### src/rtl/chop_pkg.sv
package chop_pkg;

    typedef enum logic [1:0] {
        CH_IDLE,
        CH_BLANK,
        CH_ON,
        CH_TRIP
    } chop_state_e;

    typedef enum logic {
        IL_DRIVE,
        IL_DEAD
    } ilk_state_e;

endpackage

### src/rtl/chop_period_gen.sv
module chop_period_gen #(
    parameter int TICK_DIV     = 63,
    parameter int PERIOD_TICKS = 18
) (
    input  logic clk,
    input  logic rst_n,
    output logic tick,
    output logic pstart
);
    localparam int TW = (TICK_DIV > 1) ? $clog2(TICK_DIV) : 1;
    localparam int PW = (PERIOD_TICKS > 1) ? $clog2(PERIOD_TICKS) : 1;

    logic [TW-1:0] tcnt;
    logic [PW-1:0] pcnt;

    assign tick   = (tcnt == TW'(TICK_DIV - 1));
    assign pstart = tick && (pcnt == PW'(PERIOD_TICKS - 1));

    always_ff @(posedge clk or negedge rst_n) begin
        if (!rst_n) begin
            tcnt <= '0;
            pcnt <= '0;
        end else begin
            tcnt <= tick ? '0 : tcnt + TW'(1);
            if (pstart)
                pcnt <= '0;
            else if (tick)
                pcnt <= pcnt + PW'(1);
        end
    end


    period_in_range_chk: assert property (@(posedge clk) disable iff (!rst_n)
        pcnt < PW'(PERIOD_TICKS) || PERIOD_TICKS == (1 << PW));


    single_strobe_chk: assert property (@(posedge clk) disable iff (!rst_n)
        (pstart && TICK_DIV * PERIOD_TICKS > 1) |=> !pstart);

endmodule

### src/rtl/chop_gate_fsm.sv
module chop_gate_fsm
    import chop_pkg::*;
#(
    parameter int BLANK_TICKS = 2
) (
    input  logic clk,
    input  logic rst_n,
    input  logic tick,
    input  logic pstart,
    input  logic en,
    input  logic ratio_zero,
    input  logic ocp,
    output logic drive
);
    localparam int BW = (BLANK_TICKS > 1) ? $clog2(BLANK_TICKS) : 1;

    chop_state_e   state, nxt;
    logic [BW-1:0] bcnt;
    logic          go;
    logic          blank_done;

    assign go         = en && !ratio_zero;
    assign blank_done = tick && (bcnt == BW'(BLANK_TICKS - 1));

    always_ff @(posedge clk or negedge rst_n) begin
        if (!rst_n) begin
            state <= CH_IDLE;
            bcnt  <= '0;
        end else begin
            state <= nxt;
            if (pstart || state != CH_BLANK)
                bcnt <= '0;
            else if (tick)
                bcnt <= bcnt + BW'(1);
        end
    end

    always_comb begin
        nxt = state;
        unique case (state)
            CH_IDLE:  if (pstart && go) nxt = CH_BLANK;
            CH_BLANK: begin
                if (pstart)          nxt = go ? CH_BLANK : CH_IDLE;
                else if (blank_done) nxt = ocp ? CH_TRIP : CH_ON;
            end
            CH_ON: begin
                if (pstart)   nxt = go ? CH_BLANK : CH_IDLE;
                else if (ocp) nxt = CH_TRIP;
            end
            CH_TRIP:  if (pstart) nxt = go ? CH_BLANK : CH_IDLE;
            default:  nxt = CH_IDLE;
        endcase
        if (!en) nxt = CH_IDLE;
        drive = (state == CH_BLANK) || (state == CH_ON);
    end


    start_on_boundary_chk: assert property (@(posedge clk) disable iff (!rst_n)
        $rose(drive) |-> $past(pstart));


    trip_holds_chk: assert property (@(posedge clk) disable iff (!rst_n)
        (state == CH_TRIP && !pstart && en) |=> state == CH_TRIP);


    disable_idles_chk: assert property (@(posedge clk) disable iff (!rst_n)
        !en |=> state == CH_IDLE);


    blank_ignores_flag_chk: assert property (@(posedge clk) disable iff (!rst_n)
        (state == CH_BLANK && !blank_done && !pstart && en) |=> state == CH_BLANK);

endmodule

### src/rtl/chop_interlock.sv
module chop_interlock
    import chop_pkg::*;
#(
    parameter int DEAD_TICKS = 3
) (
    input  logic clk,
    input  logic rst_n,
    input  logic tick,
    input  logic pol,
    output logic side,
    output logic pass
);
    localparam int DW = (DEAD_TICKS > 1) ? $clog2(DEAD_TICKS) : 1;

    ilk_state_e    state, nxt;
    logic [DW-1:0] dcnt;
    logic          dead_done;

    assign dead_done = tick && (dcnt == DW'(DEAD_TICKS - 1));

    always_ff @(posedge clk or negedge rst_n) begin
        if (!rst_n) begin
            state <= IL_DRIVE;
            side  <= 1'b1;
            dcnt  <= '0;
        end else begin
            state <= nxt;
            if (state == IL_DEAD && nxt == IL_DRIVE)
                side <= pol;
            if (state != IL_DEAD)
                dcnt <= '0;
            else if (tick)
                dcnt <= dcnt + DW'(1);
        end
    end

    always_comb begin
        nxt = state;
        unique case (state)
            IL_DRIVE: if (pol != side) nxt = IL_DEAD;
            IL_DEAD:  if (dead_done)   nxt = IL_DRIVE;
            default:  nxt = IL_DRIVE;
        endcase
        pass = (state == IL_DRIVE);
    end


    flip_blocks_chk: assert property (@(posedge clk) disable iff (!rst_n)
        (state == IL_DRIVE && pol != side) |=> !pass);


    side_moves_after_dead_chk: assert property (@(posedge clk) disable iff (!rst_n)
        !$stable(side) |-> $past(state == IL_DEAD));

endmodule

### src/rtl/chop_phase_ctrl.sv
module chop_phase_ctrl #(
    parameter int TICK_DIV     = 63,
    parameter int PERIOD_TICKS = 18,
    parameter int BLANK_TICKS  = 2,
    parameter int DEAD_TICKS   = 3,
    parameter int RATIO_W      = 4
) (
    input  logic               clk,
    input  logic               rst_n,
    input  logic               en,
    input  logic               polarity,
    input  logic [RATIO_W-1:0] ratio_code,
    input  logic               ocp,
    output logic               gate_p,
    output logic               gate_n,
    output logic               period_start
);
    logic tick;
    logic pstart;
    logic drive;
    logic side;
    logic pass;
    logic live;

    chop_period_gen #(
        .TICK_DIV    (TICK_DIV),
        .PERIOD_TICKS(PERIOD_TICKS)
    ) u_period (
        .clk   (clk),
        .rst_n (rst_n),
        .tick  (tick),
        .pstart(pstart)
    );

    chop_gate_fsm #(
        .BLANK_TICKS(BLANK_TICKS)
    ) u_gate (
        .clk       (clk),
        .rst_n     (rst_n),
        .tick      (tick),
        .pstart    (pstart),
        .en        (en),
        .ratio_zero(ratio_code == '0),
        .ocp       (ocp),
        .drive     (drive)
    );

    chop_interlock #(
        .DEAD_TICKS(DEAD_TICKS)
    ) u_ilk (
        .clk  (clk),
        .rst_n(rst_n),
        .tick (tick),
        .pol  (polarity),
        .side (side),
        .pass (pass)
    );

    assign live         = en && drive && pass;
    assign gate_p       = live && side;
    assign gate_n       = live && !side;
    assign period_start = pstart;


    no_shoot_through_chk: assert property (@(posedge clk) disable iff (!rst_n)
        !(gate_p && gate_n));

endmodule

### config.mk
export PLATFORM = sky130hd
export DESIGN_NAME = chop_phase_ctrl
export DESIGN_NICKNAME = d
export VERILOG_FILES = /design/src/rtl/chop_pkg.sv /design/src/rtl/chop_period_gen.sv /design/src/rtl/chop_gate_fsm.sv /design/src/rtl/chop_interlock.sv /design/src/rtl/chop_phase_ctrl.sv
export SDC_FILE = /design/constraint.sdc
export NUM_CORES = 1
export LEC_CHECK = 0
export BUFFER_PORTS_ARGS = -buffer_cell sky130_fd_sc_hd__buf_2
export CORE_MARGIN = 2
export CORE_UTILIZATION = 61
export DETAILED_ROUTE_END_ITERATION = 7
export PLACE_DENSITY_LB_ADDON = 0.25
export SLEW_MARGIN = 10
export SYNTH_ARGS = -nofsm -noshare
export SYNTH_HDL_FRONTEND = slang
export SYNTH_HIERARCHICAL = 1
export SYNTH_SLANG_ARGS = --single-unit
### constraint.sdc
create_clock -name clk -period 4.02 [get_ports clk]
set_input_delay 1.005 -clock clk [delete_from_list [all_inputs] [get_ports clk]]
set_output_delay 1.005 -clock clk [all_outputs]
set_load 0.005 [all_outputs]
==> results of run 1 <==
==> worst max-delay path: stages (launching register included) <==
cell and delay (ps):
dfrtp_1 450, inv_1 80, ha_1 200, nand2_1 210, nor2_8 250, and2_2 270
buf_2 140
==> metal layers <==
layer | GRT usage (%) | part of all wire, % | up-vias
li1 | - | - | 397
met2 | 35.56 | 51 | 15
met4 | 10.29 | 0.64 | 0
met1 | 24.87 | 46 | 368
met5 | 0 | 0 | -
met3 | 2.353 | 2.4 | 2
==> path summary, 6_finish.rpt <==
check / from / cells after the start / slack (ps) / endpoint
setup / recovery: u_period/tcnt[0] / 6 / 1130 / period_start
hold / removal: u_period/pcnt[3] / 1 / 510 / u_period/pcnt[3]
setup reg to reg: u_period/tcnt[0] / 9 / 1610 / u_gate/state[1]
hold reg to reg: u_period/pcnt[3] / 1 / 510 / u_period/pcnt[3]
max in group asynchronous: rst_n / 1 / 3070 / u_ilk/side
min in group asynchronous: rst_n / 1 / 620 / u_period/pcnt[2]
==> power by group through the flow <==
stage | logic [mW] | clock network [mW] | registers (mW)
2_1_floorplan | 0.0180 | 0 | 0.188
3_3_place_gp | 0.0292 | 0 | 0.188
3_5_place_dp | 0.0305 | 0 | 0.189
4_1_cts | 0.0306 | 0.0962 | 0.185
5_1_grt | 0.0350 | 0.102 | 0.186
6_report | 0.0303 | 0.0912 | 0.185
==> through the flow <==
| step | hold slack (ps) | std cells |
|---|---|---|
| after global placement | 475.5 | 138 |
| after floorplan | 455.1 | 102 |
| after CTS | 502.9 | 142 |
| after global routing | 544.3 | 142 |
| final | 505.9 | 142 |
| after detailed placement | 484.0 | 138 |
==> flip-flops by register name, summed over array words and instances, names as in the netlist <==
register,cells
u_ilk/side,1
u_gate/bcnt,1
u_ilk/dcnt,2
u_ilk/state,1
u_gate/state,2
u_period/pcnt,5
u_period/tcnt,6
==> logic make-up after synthesis <==
kind of cell,synth area share (%)
flops,41.40
buf+inv,3.096
mux,2.408
fa+ha+maj,11.47
compound gates,12.27
xor+xnor,5.619
simple gates,23.74
==> cell usage in the layout, fill, tap and decap left out, types with 2 or more instances in the layout <==
cell type	netlist	final
nand2b_1	2	2
buf_2	0	11
nand3_1	6	6
nor2_1	9	9
o21ai_0	5	5
a21oi_1	3	3
dfrtp_1	17	17
nand2_1	2	2
xnor2_1	4	4
clkbuf_4	0	3
ha_1	10	10
o31ai_1	2	2
inv_1	9	9
xor2_1	3	3
o41ai_1	2	2
==> final cells by class <==
cell class              instances  area, µm²  area share (%)
multi-input cells              75      605.6           50.31
flip-flops and latches         18      451.7           37.53
repair buffers                 11      55.05           4.574
inverters                       9      33.78           2.807
well taps                      25      31.28           2.599
clock buffers                   4      26.28           2.183
==> impl_metrics.csv, run 1 <==
group,metric,value,unit
floorplan,ios,12,
layout,areaGrowthSynthToFinish,10.32,%
critical_path,worstPathMaxFanout,13,
clock_network,clk_path_buf_depth,2,
clock_network,cts.clk_slew.worst_paths,100,ps
floorplan,initial_core_util,63.88,%
sta,finalSetupTns,0,ps
flow_run,maxCapViolations,0,
floorplan,die_h,46.29,µm
place,post-place-ws,1457,ps
drt,drt_iter0_markers,22,
place,gp_congestion,0.8226,
drt,via_per_inst,5.507,
floorplan,dieArea,2143,µm²
logic_synthesis,synth-edff-count,0,
logic_synthesis,synth_cell_type_count,41,
drt,routedWlPerCell,13.28,µm
sta,drv_slew,0,
clock_network,root_buffer,"clkbuf_4",
drt,wl,1.886,mm
clock_network,postCtsHoldBufs,0,
drt,drc_errors,0,
power_and_ir_drop,switching_power,70.99,µW
sta,fin_skew,11.40,ps
power_and_ir_drop,p_seq_share,60.4,%
critical_path,start_kind,"flop",
floorplan,coreArea,1708,µm²
run_status,outcome,"completed",
sta,hold_viol,0,
logic_synthesis,ys_seq_area_share,41.40,%
clock_network,htreeDepth,1,
sta,final.period_utilization,71.81,%
logic_synthesis,synth_area_leader_cell,"dfrtp_1",
clock_network,cts_tree,"built",
place,dpl_cell_area,1177,µm²
power_and_ir_drop,power.internal,235.7,µW
logic_synthesis,synth_area_leaders,"dfrtp_1, ha_1, xnor2_1",
global_routing,grt_overflow,0,
global_routing,antenna_found_initial,0,
floorplan,die_w,46.29,µm
logic_synthesis,synth.most_common_cell,"dfrtp_1",
global_routing,grt_pass1_wl,3.070,mm
power_and_ir_drop,powerDensity,254.8,nW/µm²
power_and_ir_drop,leakagePower,0.5605,nW
power_and_ir_drop,power,306.7,µW
global_routing,grt_usage,20.52,%
logic_synthesis,synth_area_per_cell,10.70,µm²
logic_synthesis,synthCells,102,
global_routing,grt_max_degree,19,
logic_synthesis,synth-seq-cells,18,
power_and_ir_drop,pwr-share-comb,9.9,%
critical_path,cp-end-kind,"output port",
sta,worst_slew_pin_slew,397.1,ps
layout,nNetsFinal,137,
clock_network,cts_setup_buffers,0,
logic_synthesis,synthArstFlopShare,100.0,%
power_and_ir_drop,p_clk_share,29.7,%
sta,fin_crit,2887,ps
logic_synthesis,yosysTopAreaCellShare,38.99,%
layout,fillers,121,
power_and_ir_drop,p_sw_share,23.15,%
global_routing,grt_pass1_vias,746,
logic_synthesis,ys_warn_count,6,
power_and_ir_drop,irDropWorstVdd,0.0002282,V
clock_network,cts_sinks,18,
clock_network,cts-resized-gates,0,
layout,final_layout_size_suffix_gt1_share,22.22,%
logic_synthesis,synth_nets,121,
clock_network,clk_latency,290,ps
sta,fmax,0.3464,GHz
sta,setup_viol,0,
layout,final_core_util,70.48,%
drt,ant_nets,0,
drt,vias,782,
clock_network,cts_buffers,3,
critical_path,cp_data_arrival_time,1880,ps
floorplan,num_rows,15,
place,portBuffers,11,
sta,max_slew_margin,73.52,%
critical_path,crit_required,3010,ps
sta,rsz0062_at_grt,"false",
critical_path,critical_path_class,"reg2out",
sta,layout_setup_ws,1133,ps
min_path,holdCritPathClass,"reg2reg",
logic_synthesis,synth_flop_cell,"dfrtp_1",
logic_synthesis,synth_commonest_cells,"dfrtp_1, ha_1, inv_1, nor2_1, nand3_1",
layout,diodes,0,
layout,stdcell_area,1204,µm²
logic_synthesis,syn_area,1091,µm²
drt,firstDrtPassIters,4,
place,dp_hpwl,1.462,mm
No activity file was read; power rests on OpenSTA's default activity.
==> run 2: changes to the inputs <==
--- a/config.mk
+++ b/config.mk
@@ -5,9 +5,10 @@
 export SDC_FILE = /design/constraint.sdc
 export NUM_CORES = 1
 export LEC_CHECK = 0
+export ABC_AREA = 1
 export BUFFER_PORTS_ARGS = -buffer_cell sky130_fd_sc_hd__buf_2
 export CORE_MARGIN = 2
-export CORE_UTILIZATION = 61
+export CORE_UTILIZATION = 57
 export DETAILED_ROUTE_END_ITERATION = 7
 export PLACE_DENSITY_LB_ADDON = 0.25
 export SLEW_MARGIN = 10
==> constraint.sdc (replaced) <==
create_clock -name clk -period 2.9 [get_ports clk]
set_input_delay 0.725 -clock clk [delete_from_list [all_inputs] [get_ports clk]]
set_output_delay 0.725 -clock clk [all_outputs]
set_load 0.005 [all_outputs]
==> impl_metrics.csv, run 2 <==
group,metric,value,unit
run_status,outcome,"completed",
global_routing,grt_overflow,0,
logic_synthesis,ys_warn_count,6,
min_path,holdCritPathClass,"in2async",
sta,hold_viol,0,
critical_path,start_kind,"flop",
logic_synthesis,synth_area_per_cell,7.616,µm²
power_and_ir_drop,switching_power,107.5,µW
critical_path,reg2reg_slack,1000,ps
power_and_ir_drop,p_clk_share,33.1,%
logic_synthesis,synth_nets,168,
sta,fin_crit,2511,ps
logic_synthesis,synth_area_leader_cell,"dfrtp_1",
drt,drc_errors,0,
place,dp_hpwl,1.605,mm
global_routing,grt_max_degree,19,
logic_synthesis,synth.most_common_cell,"nand2_1",
clock_network,htreeDepth,1,
logic_synthesis,yosysTopAreaCellShare,37.49,%
power_and_ir_drop,irDropWorstVdd,0.0003012,V
drt,firstDrtPassIters,4,
clock_network,cts_sinks,18,
layout,diodes,0,
logic_synthesis,syn_area,1135,µm²
sta,final.period_utilization,86.59,%
logic_synthesis,synth_xor_area_share,0.7718,%
layout,nNetsFinal,183,
logic_synthesis,synthAdderAreaFrac,11.03,%
layout,largest-register,"u_period/tcnt",
logic_synthesis,synth-compound-area-share,4.961,%
floorplan,die_h,48.62,µm
place,dpl.cell_count,186,
sta,setup_viol,0,
place,portBuffers,11,
power_and_ir_drop,pwr-share-comb,11.0,%
sta,fmax,0.3982,GHz
logic_synthesis,synthCells,149,
layout,final_cells,190,
clock_network,postCtsHoldBufs,0,
power_and_ir_drop,power.internal,349.3,µW
sta,finalSetupTns,0,ps
layout,final_common_cell,"nand2_1",
layout,largest_register_ffs,6,
clock_network,cts_setup_buffers,0,
sta,rsz0062_at_grt,"false",
logic_synthesis,ys_seq_area_share,39.80,%
critical_path,crit_required,2170,ps
layout,reg_top3,"u_period/tcnt x6, u_period/pcnt x5",
floorplan,die_w,48.62,µm
drt,routedWlPerCell,11.04,µm
place,gp_congestion,0.8014,
clock_network,cts_tree,"built",
clock_network,cts.clk_slew.worst_paths,100,ps
layout,areaGrowthSynthToFinish,10.25,%
critical_path,worstPathMaxFanout,6,
drt,ant_nets,0,
critical_path,regToRegStartpoint,"u_period/tcnt[0]",
layout,most-common-layout-cells,"nand2_1, inv_1, dfrtp_1, nor2_1, nand3_1",
floorplan,num_rows,16,
sta,drv_slew,0,
logic_synthesis,synth_mux_area_share,0,%
sta,fin_skew,4.983,ps
logic_synthesis,synth_top_family_by_area,"simple AND/OR/NAND/NOR gates",
clock_network,cts_buffers,3,
logic_synthesis,synth_flop_cell,"dfrtp_1",
clock_network,clk_latency,290,ps
power_and_ir_drop,p_seq_share,56.0,%
clock_network,root_buffer,"clkbuf_4",
logic_synthesis,yosys.area_share.simple,33.74,%
logic_synthesis,synth_cell_type_count,23,
critical_path,r2r_end,"u_gate/state[1]",
floorplan,initial_core_util,59.05,%
floorplan,dieArea,2364,µm²
drt,wl,2.097,mm
drt,vias,990,
power_and_ir_drop,leakagePower,0.6601,nW
floorplan,coreArea,1922,µm²
logic_synthesis,synth-seq-cells,18,
critical_path,reg2regPathDepth,12,
logic_synthesis,synth_area_leaders,"dfrtp_1, nand2_1, ha_1",
global_routing,grt_pass1_vias,955,
layout,multi_input_area,573.1,µm²
sta,max_slew_margin,74.12,%
drt,drt_iter0_markers,20,
layout,final_layout_size_suffix_gt1_share,15.34,%
layout,fillers,173,
global_routing,grt_pass1_wl,3.588,mm
logic_synthesis,synth_commonest_cells,"nand2_1, inv_1, dfrtp_1",
critical_path,cp_data_arrival_time,1790,ps
critical_path,critical_path_class,"reg2out",
drt,via_per_inst,5.211,
sta,worst_slew_pin_slew,388.3,ps
logic_synthesis,synth-edff-count,0,
flow_run,maxCapViolations,0,
global_routing,grt_usage,19.31,%
clock_network,clk_path_buf_depth,2,
critical_path,cp-end-kind,"output port",
power_and_ir_drop,p_sw_share,23.53,%
layout,seqCellArea,451.7,µm²
power_and_ir_drop,powerDensity,365.1,nW/µm²
logic_synthesis,synthArstFlopShare,100.0,%
global_routing,antenna_found_initial,0,
floorplan,ios,12,
clock_network,cts-resized-gates,0,
==> run 2: cell types whose count changed after synthesis, moves of 2 or more <==
cell      delta
nand2_1     +33
inv_1       +16
nand3_1      +9
nor2_1       +7
nand4_1      +6
nand2_2      +4
xnor2_1      -4
nand2b_1     -2
o21ai_1      +2
o31ai_1      -2
o41ai_1      -2
xor2_1       -2
==> run 2: layer usage <==
metal / vias up / wire length (µm) / track usage (%)
li1: 499 / - / -
met1: 459 / 901 / 20.69
met2: 24 / 1064 / 36.53
met3: 8 / 81 / 3.395
met4: 0 / 49 / 8.571
met5: - / 0 / 0
==> run 2: power groups by stage <==
stage,sequential (mW),combinational [mW],clock (mW)
2_1_floorplan,0.260,0.0322,0
3_3_place_gp,0.260,0.0474,0
3_5_place_dp,0.260,0.0509,0
4_1_cts,0.255,0.0510,0.156
5_1_grt,0.256,0.0580,0.171
6_report,0.256,0.0501,0.151
==> run 2: how the worst max path moves through the flow <==
stage / slack (ps) / depth (start not counted) / end / from
floorplan: 970 / 6 / period_start / u_period/tcnt[0]
CTS: 380 / 7 / period_start / u_period/tcnt[0]
detailed placement: 740 / 7 / period_start / u_period/tcnt[0]
global placement: 770 / 7 / period_start / u_period/tcnt[0]
finish: 390 / 7 / period_start / u_period/tcnt[0]
global route: 230 / 7 / period_start / u_period/tcnt[0]
==> run 2: kinds of logic (layout without fill, tap and decap cells) <==
logic type / after synthesis / after routing
buffers and inverters: 27 / 41
and+or+nand+nor: 83 / 83
DFF: 18 / 18
xor gates and xnor gates: 1 / 1
AOI/OAI and AO/OA: 10 / 10
adders and majority gates: 10 / 10
==> run 2: critical path: stages (launching register included) <==
cell	delay, ps
dfrtp_1	450
inv_1	90
ha_1	150
nand3_1	110
nor2_4	110
inv_1	100
nor2_1	310
buf_2	190
==> run 2: area by class of cell <==
cell class	instances	area share, %
clock buffer	4	2.900
sequential	18	36.10
tap	27	2.700
timing repair buffer	12	5.000
multi-input combinational	104	45.80
inverter	25	7.500
==> run 2: per-stage QoR <==
stage / cell area, µm² / worst slack, ps / hold WS, ps / util, % / power, mW
after floorplan: 1135 / 972.4 / 429.4 / - / 0.2920
after global placement: 1215 / 768.8 / 461.7 / 63.22 / 0.3075
after detailed placement: 1215 / 741.5 / 475.1 / 63.22 / 0.3111
after CTS: 1251 / 384.3 / 354.3 / 65.10 / 0.4621
after global routing: 1251 / 230.7 / 370.1 / 65.10 / 0.4847
final: 1251 / 388.8 / 338.2 / 65.10 / 0.4568
==> run 3: changes to the inputs <==
--- a/config.mk
+++ b/config.mk
@@ -10,6 +10,7 @@
 export CORE_MARGIN = 2
 export CORE_UTILIZATION = 57
 export DETAILED_ROUTE_END_ITERATION = 7
+export GPL_TIMING_DRIVEN = 0
 export PLACE_DENSITY_LB_ADDON = 0.25
 export SLEW_MARGIN = 10
 export SYNTH_ARGS = -nofsm -noshare
==> impl_metrics.csv, run 3 (synthesis gave the netlist of run 2 again) <==
group,metric,value,unit
global_routing,grt_max_degree,19,
global_routing,grt_util_met1,21.70,%
critical_path,start_kind,"flop",
sta,layout_setup_ws,293.2,ps
sta,worst_slew_pin_slew,407.1,ps
sta,max_slew_margin,72.76,%
sta,rsz0062_at_grt,"false",
global_routing,gr-max-usage-layer,"met2",
critical_path,worstPathMaxFanout,6,
sta,final.period_utilization,89.89,%
sta,finalHoldWorstSlack,325.9,ps
drt,vias,939,
sta,fmax,0.3836,GHz
clock_network,cts_tree,"built",
layout,most-common-layout-cells,"nand2_1, inv_1, dfrtp_1, nor2_1, nand3_1",
sta,drv_slew,0,
power_and_ir_drop,power.internal,349.0,µW
critical_path,critPathSlowestCell,"dfrtp_1",
clock_network,cts-resized-gates,0,
global_routing,grt_overflow,0,
layout,fillers,174,
sta,setup_viol,0,
drt,firstDrtPassIters,4,
place,gp_congestion,0.8035,
clock_network,cts_sinks,18,
flow_run,maxCapViolations,0,
clock_network,root_buffer,"clkbuf_4",
critical_path,crit_required,2170,ps
min_path,holdCritPathClass,"in2async",
sta,finalSetupTns,0,ps
floorplan,coreArea,1922,µm²
clock_network,htreeDepth,1,
sta,fin_skew,7.034,ps
floorplan,initial_core_util,59.05,%
drt,via_per_inst,4.916,
layout,largest_register_ffs,6,
critical_path,cp_top_family,"simple AND/OR/NAND/NOR gates",
clock_network,cts_setup_buffers,0,
power_and_ir_drop,p_sw_share,23.94,%
critical_path,cp-end-kind,"output port",
power_and_ir_drop,leakagePower,0.6655,nW
floorplan,num_rows,16,
drt,drt_iter0_markers,23,
global_routing,grt_pass1_wl,3.560,mm
power_and_ir_drop,switching_power,109.9,µW
power_and_ir_drop,powerDensity,364.2,nW/µm²
critical_path,cpPeakStageDelay,450,ps
clock_network,clk_latency,300,ps
floorplan,dieArea,2364,µm²
power_and_ir_drop,irDropWorstVdd,0.0003318,V
place,post-place-ws,619.2,ps
drt,routedWlPerCell,10.30,µm
layout,nNetsFinal,184,
sta,hold_viol,0,
sta,fin_crit,2607,ps
layout,areaGrowthSynthToFinish,11.03,%
critical_path,path_buf_inv,3,
global_routing,antenna_found_initial,0,
layout,diodes,0,
critical_path,cp_data_arrival_time,1880,ps
place,portBuffers,11,
power_and_ir_drop,pwr-share-comb,10.5,%
global_routing,grt_usage,19.31,%
run_status,outcome,"completed",
clock_network,cts.clk_slew.worst_paths,100,ps
place,dp_hpwl,1.513,mm
layout,final_common_cell,"nand2_1",
floorplan,ios,12,
clock_network,cts_buffers,3,
critical_path,crit_chain,"inv_1 > ha_1 > nand3_1 > nor2_4 > inv_1 > nor2_1 > buf_2",
power_and_ir_drop,p_clk_share,33.9,%
drt,ant_nets,0,
floorplan,die_h,48.62,µm
floorplan,die_w,48.62,µm
global_routing,grt_pass1_vias,876,
layout,reg_top3,"u_period/tcnt x6, u_period/pcnt x5",
layout,largest-register,"u_period/tcnt",
critical_path,critical_path_class,"reg2out",
critical_path,crit_path_frequent_cell,"inv_1",
global_routing,met2_usage,34.70,%
layout,final_core_util,65.56,%
clock_network,postCtsHoldBufs,0,
clock_network,clk_path_buf_depth,2,
drt,drc_errors,0,
global_routing,met3_usage,5.247,%
power_and_ir_drop,p_seq_share,55.6,%
layout,final_layout_size_suffix_gt1_share,15.85,%
drt,wl,1.968,mm
==> run 3: changes by cell type in the layout (fill, tap and decap cells not counted) <==
cell and delta:
clkbuf_2 +1, buf_4 -1, buf_6 +1
==> run 3: layout make-up <==
type                       count  area [µm²]  share of cell area (%)
multi-input combinational    104       573.1                   45.48
sequential                    18       451.7                   35.85
inverter                      25       93.84                   7.448
timing repair buffer          11       55.05                   4.369
clock buffer                   4       36.28                   2.880
tap                           27       33.78                   2.681
buffer                         2       16.27                   1.291
==> run 3: power groups by stage <==
stage	sequential [mW]	clock [mW]	combinational, mW
after floorplan	0.260	0	0.0322
after detailed placement	0.260	0	0.0490
final	0.255	0.155	0.0482
after CTS	0.255	0.159	0.0491
after global placement	0.260	0	0.0472
after global routing	0.256	0.172	0.0568
==> run 3: worst paths after layout <==
path | cells past startpoint | endpoint | slack, ps | from
setup / recovery | 7 | period_start | 290 | u_period/tcnt[0]
hold / removal | 1 | u_gate/bcnt | 330 | rst_n
setup reg to reg | 12 | u_gate/state[0] | 890 | u_period/tcnt[0]
hold reg to reg | 1 | u_ilk/dcnt[0] | 490 | u_ilk/dcnt[0]
max in group asynchronous | 1 | u_ilk/side | 2250 | rst_n
min in group clk | 1 | u_ilk/dcnt[0] | 490 | u_ilk/dcnt[0]
==> run 3: metrics by stage <==
step	cell area [µm²]	total power [mW]	std cells
2_1_floorplan	1135	0.2920	149
3_3_place_gp	1224	0.3073	187
3_5_place_dp	1224	0.3092	187
4_1_cts	1260	0.4633	191
5_1_grt	1260	0.4842	191
6_report	1260	0.4589	191
==> run 3: per-layer routing <==
layer	vias to the layer above	share of wire, %
met4	0	1.2
met5	-	0
met1	421	44
li1	498	-
met3	3	4.6
met2	17	50
